--- src/rtl/p1101_pkg.sv ---
package p1101_pkg;
  localparam int MOORE_W = 3;
  localparam int MEALY_W = 2;

  typedef enum logic [MOORE_W-1:0] {
    MO_IDLE = 3'b000,
    MO_G1   = 3'b001,
    MO_G11  = 3'b010,
    MO_G110 = 3'b011,
    MO_HIT  = 3'b100
  } moore_st_t;

  typedef enum logic [MEALY_W-1:0] {
    ME_IDLE = 2'b00,
    ME_G1   = 2'b01,
    ME_G11  = 2'b10,
    ME_G110 = 2'b11
  } mealy_st_t;
endpackage

--- src/rtl/p1101_moore_fsm.sv ---
module p1101_moore_fsm
  import p1101_pkg::*;
(
  input  logic clk,
  input  logic rst,
  input  logic din,
  output logic hit
);
  moore_st_t st_q, st_d;

  always_comb begin
    case (st_q)
      MO_IDLE: st_d = din ? MO_G1  : MO_IDLE;
      MO_G1:   st_d = din ? MO_G11 : MO_IDLE;
      MO_G11:  st_d = din ? MO_G11 : MO_G110;
      MO_G110: st_d = din ? MO_HIT : MO_IDLE;
      MO_HIT:  st_d = din ? MO_G11 : MO_IDLE;
      default: st_d = MO_IDLE;
    endcase
  end

  always_ff @(posedge clk) begin
    if (rst) st_q <= MO_IDLE;
    else     st_q <= st_d;
  end

  // decoded from the register only: no path from din
  assign hit = (st_q == MO_HIT);
endmodule

--- src/rtl/p1101_mealy_fsm.sv ---
module p1101_mealy_fsm
  import p1101_pkg::*;
(
  input  logic clk,
  input  logic rst,
  input  logic din,
  output logic hit
);
  mealy_st_t st_q, st_d;

  always_comb begin
    case (st_q)
      ME_IDLE: st_d = din ? ME_G1  : ME_IDLE;
      ME_G1:   st_d = din ? ME_G11 : ME_IDLE;
      ME_G11:  st_d = din ? ME_G11 : ME_G110;
      ME_G110: st_d = din ? ME_G1  : ME_IDLE;
      default: st_d = ME_IDLE;
    endcase
  end

  always_ff @(posedge clk) begin
    if (rst) st_q <= ME_IDLE;
    else     st_q <= st_d;
  end

  assign hit = (st_q == ME_G110) && din;
endmodule

--- src/rtl/pattern_1101_detector.sv ---
module pattern_1101_detector (
  input  logic clk,
  input  logic rst,
  input  logic bit_in,
  output logic moore_hit,
  output logic mealy_hit
);
  logic moore_raw, mealy_raw;

  p1101_moore_fsm u_moore (
    .clk (clk),
    .rst (rst),
    .din (bit_in),
    .hit (moore_raw)
  );

  p1101_mealy_fsm u_mealy (
    .clk (clk),
    .rst (rst),
    .din (bit_in),
    .hit (mealy_raw)
  );

  // both flags held low for as long as reset is applied
  assign moore_hit = moore_raw && !rst;
  assign mealy_hit = mealy_raw && !rst;
endmodule

--- config.mk ---
export PLATFORM = sky130hd
export DESIGN_NAME = pattern_1101_detector
export DESIGN_NICKNAME = d
export VERILOG_FILES = /design/src/rtl/p1101_pkg.sv /design/src/rtl/p1101_moore_fsm.sv /design/src/rtl/p1101_mealy_fsm.sv /design/src/rtl/pattern_1101_detector.sv
export SDC_FILE = /design/constraint.sdc
export NUM_CORES = 1
export LEC_CHECK = 0
export BUFFER_PORTS_ARGS = -buffer_cell sky130_fd_sc_hd__buf_4
export CAP_MARGIN = 40
export CORE_AREA = 2 2 39 41
export DETAILED_ROUTE_END_ITERATION = 8
export DIE_AREA = 0 0 41 43
export MAX_ROUTING_LAYER = met4
export SYNTH_ARGS = -nofsm -noshare
export SYNTH_HDL_FRONTEND = slang
export SYNTH_SLANG_ARGS = --single-unit
--- constraint.sdc ---
create_clock -name clk -period 1.45 [get_ports clk]
set_input_delay 0 -clock clk [delete_from_list [all_inputs] [get_ports clk]]
set_output_delay 0 -clock clk [all_outputs]
set_load 0.01 [all_outputs]
-- Yosys cells after proc, flatten, opt, wreduce, memory -nomap -nowiden
Index checks and enable logic that the tools add are counted.
- bits in registers: 5
- bits of input ports: 3
- word-level logic and storage cells: 26
- equality and inequality tests: 7
- multiplexer cells: 9
- reductions and logical operators: 8
- operators by type and width (operator ; number):
    one-hot mux 3 bit (4 select lines) ; 1
    == test 3 x 2 -> 1 bit, second input constant ; 2
    one-hot mux 2 bit (3 select lines) ; 1
    == test 2 bit, second input constant ; 2
    2-to-1 mux 1 bit ; 4
    2-to-1 mux 2 bit ; 2
    OR reduction 2 bit ; 2
    == test 3 x 1 -> 1 bit, second input constant ; 1
    == test 3 bit, second input constant ; 1
    logical AND 1 bit ; 3
    logical NOT 3 bit ; 1
    2-to-1 mux 3 bit ; 1
    == test 2 x 1 -> 1 bit, second input constant ; 1
    logical NOT 2 bit ; 1
    logical NOT 1 bit ; 1

-- Longest topological paths before layout
- word-level depth: 3
- gate-level depth with buffers: 4
- depth with buffers taken out: 4

-- Modules after synthesis
From an unflattened synthesis, not the netlist that was laid out.
- cell total of the unflattened synthesis: 27
- area total of the unflattened synthesis: 256.5 sq um
- by module, submodules not included (module ; instances ; cells each ; area an instance (sq um) ; sequential area each (sq um)):
    p1101_moore_fsm ; 1 ; 13 ; 123.9 ; 60.1
    p1101_mealy_fsm ; 1 ; 12 ; 120.1 ; 40.0
    pattern_1101_detector ; 1 ; 2 ; 12.5 ; 0.0

-- Least setup slack after synthesis
OpenSTA, ideal clock, no wires.
- kind: register -> register
- start point: register u_moore.st_q[0]
- end point: register u_moore.st_q[1]
- setup time: 0.101 ns
- data arrival time: 0.884 ns
- data required time: 1.349 ns
- setup slack: 0.465 ns
- stages on the path, launching flop included: 3
- path buffers: 0
- clock period less this slack: 0.985 ns
- cells stage by stage: dfxtp_1 or4b_1 o41ai_1
- cells in the longest elaborated chain, start to end: 3
- ends and longest elaborated chain (item ; RTL line ; RTL):
    start: declaration ; p1101_moore_fsm.sv:9 ; moore_st_t st_q, st_d;
    start signal: assignment ; p1101_moore_fsm.sv:24 ; else st_q <= st_d;
    == test 3 bit or == test 3 x 1 -> 1 bit (tied branches) ; p1101_moore_fsm.sv:12 ; case (st_q)
    OR reduction 2 bit (no line) ; n/a ;
    one-hot mux 3 bit (4 select lines) (*) ; p1101_moore_fsm.sv:12 ;
Every way passes the cells marked *; elsewhere a longest branch is shown, timed or not.
A chain may end at the register's enable or synchronous reset.

-- Worst setup path in the final report
- start point: input rst
- end point: output moore_hit
- cells in the longest elaborated chain, start to end: 2
- ends and longest elaborated chain (item ; RTL line ; RTL):
    start: declaration ; pattern_1101_detector.sv:3 ; input logic rst,
    logical NOT 1 bit ; pattern_1101_detector.sv:25 ; assign moore_hit = moore_raw && !rst;
    logical AND 1 bit ; pattern_1101_detector.sv:25 ;
    end: declaration ; pattern_1101_detector.sv:5 ; output logic moore_hit,
Every way passes these cells.

==> results.json <==
{
  "ys_ff_latch": 5,
  "synthTopCellsByArea": "dfxtp_1, ha_1, mux2i_1",
  "synth_fp_nets": 31,
  "die_h_um": 43,
  "grt_max_degree": 9,
  "clk_latency_ns": 0.24,
  "drtAntennaViolNets": 0,
  "hold_class": "primary input to flip-flop",
  "cts_buffers": 3,
  "final_util_pct": 24.0,
  "place_congestion": 0.691,
  "status": "finished, final reports clean",
  "yosysTopAreaCellShare_pct": 40.0,
  "fmax_mhz": 876,
  "gr-total-overflow": 0,
  "viasPerCell": 3.86,
  "cts.repair.resized": 0,
  "hold_end": "u_mealy.st_q[1]",
  "min_from": "bit_in",
  "die_w_um": 41,
  "antenna_found_initial": 0,
  "fin_crit_sh_pct": 78.8,
  "initial_core_util_pct": 18.1,
  "finalWirelength_um": 420,
  "muxShareOfSynthArea_pct": 8.00,
  "synth_area_leader_cell": "dfxtp_1",
  "r2r-end": "u_moore.st_q[1]",
  "rr_worst_depth": 2,
  "fin_crit_ns": 1.14,
  "cts_tree": "yes",
  "crit_arrival_ns": 1.14,
  "post_drt_wl_per_cell_um": 8.57,
  "drv_cap": 0,
  "relSlewSlack_pct": 81.6,
  "synth_area_per_cell_um2": 10.0,
  "final_common_cell": "dfxtp_1",
  "crit_fanout": 8,
  "drt_iter0_markers": 3,
  "clock-sinks": 5,
  "start_kind": "primary input",
  "diodes": 0,
  "vias": 189,
  "synth-compound-area-share_pct": 3.50,
  "yosysSeqAreaShare_pct": 40.0,
  "whs_ns": 0.0406,
  "skew_ns": 0.00301,
  "core_area_um2": 1380,
  "synth_top_family_by_area": "simple AND/OR/NAND/NOR gates",
  "worstMarginPinSlew_ns": 0.272,
  "yosysWarnings": 0,
  "min_path_cells": 3,
  "synth-xor-area-share_pct": 7.00,
  "ir_drop_mv": 0.373,
  "crit_type": "primary input to primary output",
  "fill_cells": 153,
  "final_nets": 40,
  "drive_above_1_share_pct": 21.2,
  "synthAdderAreaFrac_pct": 15.0,
  "worst-r2r-setup-slack_ns": 0.44,
  "rsz0062_at_grt": "no",
  "syn_inst": 25,
  "drc": 0,
  "p_leak_nw": 0.136,
  "required_ns": 1.45,
  "io_buffer_count": 4,
  "cts-root-buf": "clkbuf_4",
  "yosys.area_share.simple_pct": 20.0,
  "netlist_area_um2": 250,
  "dieArea_um2": 1760,
  "slew_viol_final": 0,
  "timing.rr.start": "u_moore.st_q[0]",
  "grt_util_all_layers_pct": 6.49,
  "io_pins": 5,
  "cellPowerDensity_nw_per_um2": 1070,
  "yosysUniqueCellTypes": 13,
  "htree_levels": 1,
  "clockBufferDepth": 2,
  "layout_common_cells": "dfxtp_1, buf_4, inv_1, ha_1, clkbuf_4",
  "drtPass1Iterations": 2,
  "first_global_vias": 163,
  "finalHoldViolCount": 0,
  "setup_viol": 0,
  "area_growth_pct": 32.5,
  "std_cell_rows": 14,
  "grt_pass1_wl_um": 655,
  "fin_setup_tns_ns": 0,
  "worstSetupEndpointType": "primary output",
  "clk_pin_slew_worst_paths_ns": 0.05
}
[logic make-up after synthesis]
kind of cell,Yosys count
AOI/OAI and AO/OA,1
xor gates and xnor gates,2
adders and majority gates,3
buffers and inverters,4
DFF,5
muxes,2
and+or+nand+nor,8
[state kept, by name, summed over array words and instances, names as in the netlist]
signal / count
u_mealy.st_q: 2
u_moore.st_q: 3
[area by class of cell]
cell class / count / area [µm²] / share of cell area, %
Multi-Input combinational cell: 16 / 134 / 40.4
Sequential cell: 5 / 100 / 30.2
Timing Repair Buffer: 5 / 40.0 / 12.1
Clock buffer: 4 / 26.3 / 7.92
Tap cell: 16 / 20.0 / 6.04
Inverter: 3 / 11.3 / 3.40
[stage by stage]
step	power [mW]	setup slack (ns)	cells	instance area [µm²]
global route	0.378	0.230	49	332
finish	0.356	0.308	49	332
detailed placement	0.193	0.444	44	295
CTS	0.365	0.289	49	332
global placement	0.191	0.450	44	295
floorplan	0.182	0.465	25	250
[cells in the mapped netlist]
| cell | n |
|---|---|
| nor3b_1 | 1 |
| dfxtp_1 | 5 |
| mux2i_1 | 2 |
| nor4b_1 | 1 |
| nor2_1 | 2 |
| inv_1 | 3 |
| nor4_1 | 2 |
| o41ai_1 | 1 |
| nand2_1 | 1 |
| xnor2_1 | 2 |
| or4b_1 | 1 |
| ha_1 | 3 |
| clkbuf_2 | 1 |
[what timing repair did]
item / CTS / global route
hold buffers: 1 / 0
hold endpoints to repair: 5 / 0
setup buffers: 0 / 0
[worst max-delay path by stage]
stage	cells after the start	endpoint	start
5_1_grt	4	moore_hit	rst
3_3_place_gp	2	u_moore.st_q[1]	u_moore.st_q[0]
4_1_cts	4	moore_hit	rst
3_5_place_dp	2	u_moore.st_q[1]	u_moore.st_q[0]
6_report	4	moore_hit	rst
2_1_floorplan	2	u_moore.st_q[1]	u_moore.st_q[0]
[critical path, stage by stage]
cell           delay [ns]
dlygate4sd3_1        0.54
buf_4                0.16
nor4b_1              0.26
buf_4                0.18
[power breakdown]
| group | leakage, nW | internal, mW | switching (mW) | total [mW] |
|---|---|---|---|---|
| combinational | 0.0803 | 0.0196 | 0.0156 | 0.0352 |
| clock | 0.0150 | 0.104 | 0.0603 | 0.165 |
| sequential | 0.0409 | 0.147 | 0.00934 | 0.156 |
[metal layers]
metal  vias up  share of wire (%)  global-route usage (%)
met3         0                 12                    9.42
met2         6                 35                    5.94
met4         0                  0                    2.00
met5         -                  0                       -
li1        103                  -                       -
met1        80                 53                    7.44
No activity file was read; power rests on OpenSTA's default activity.
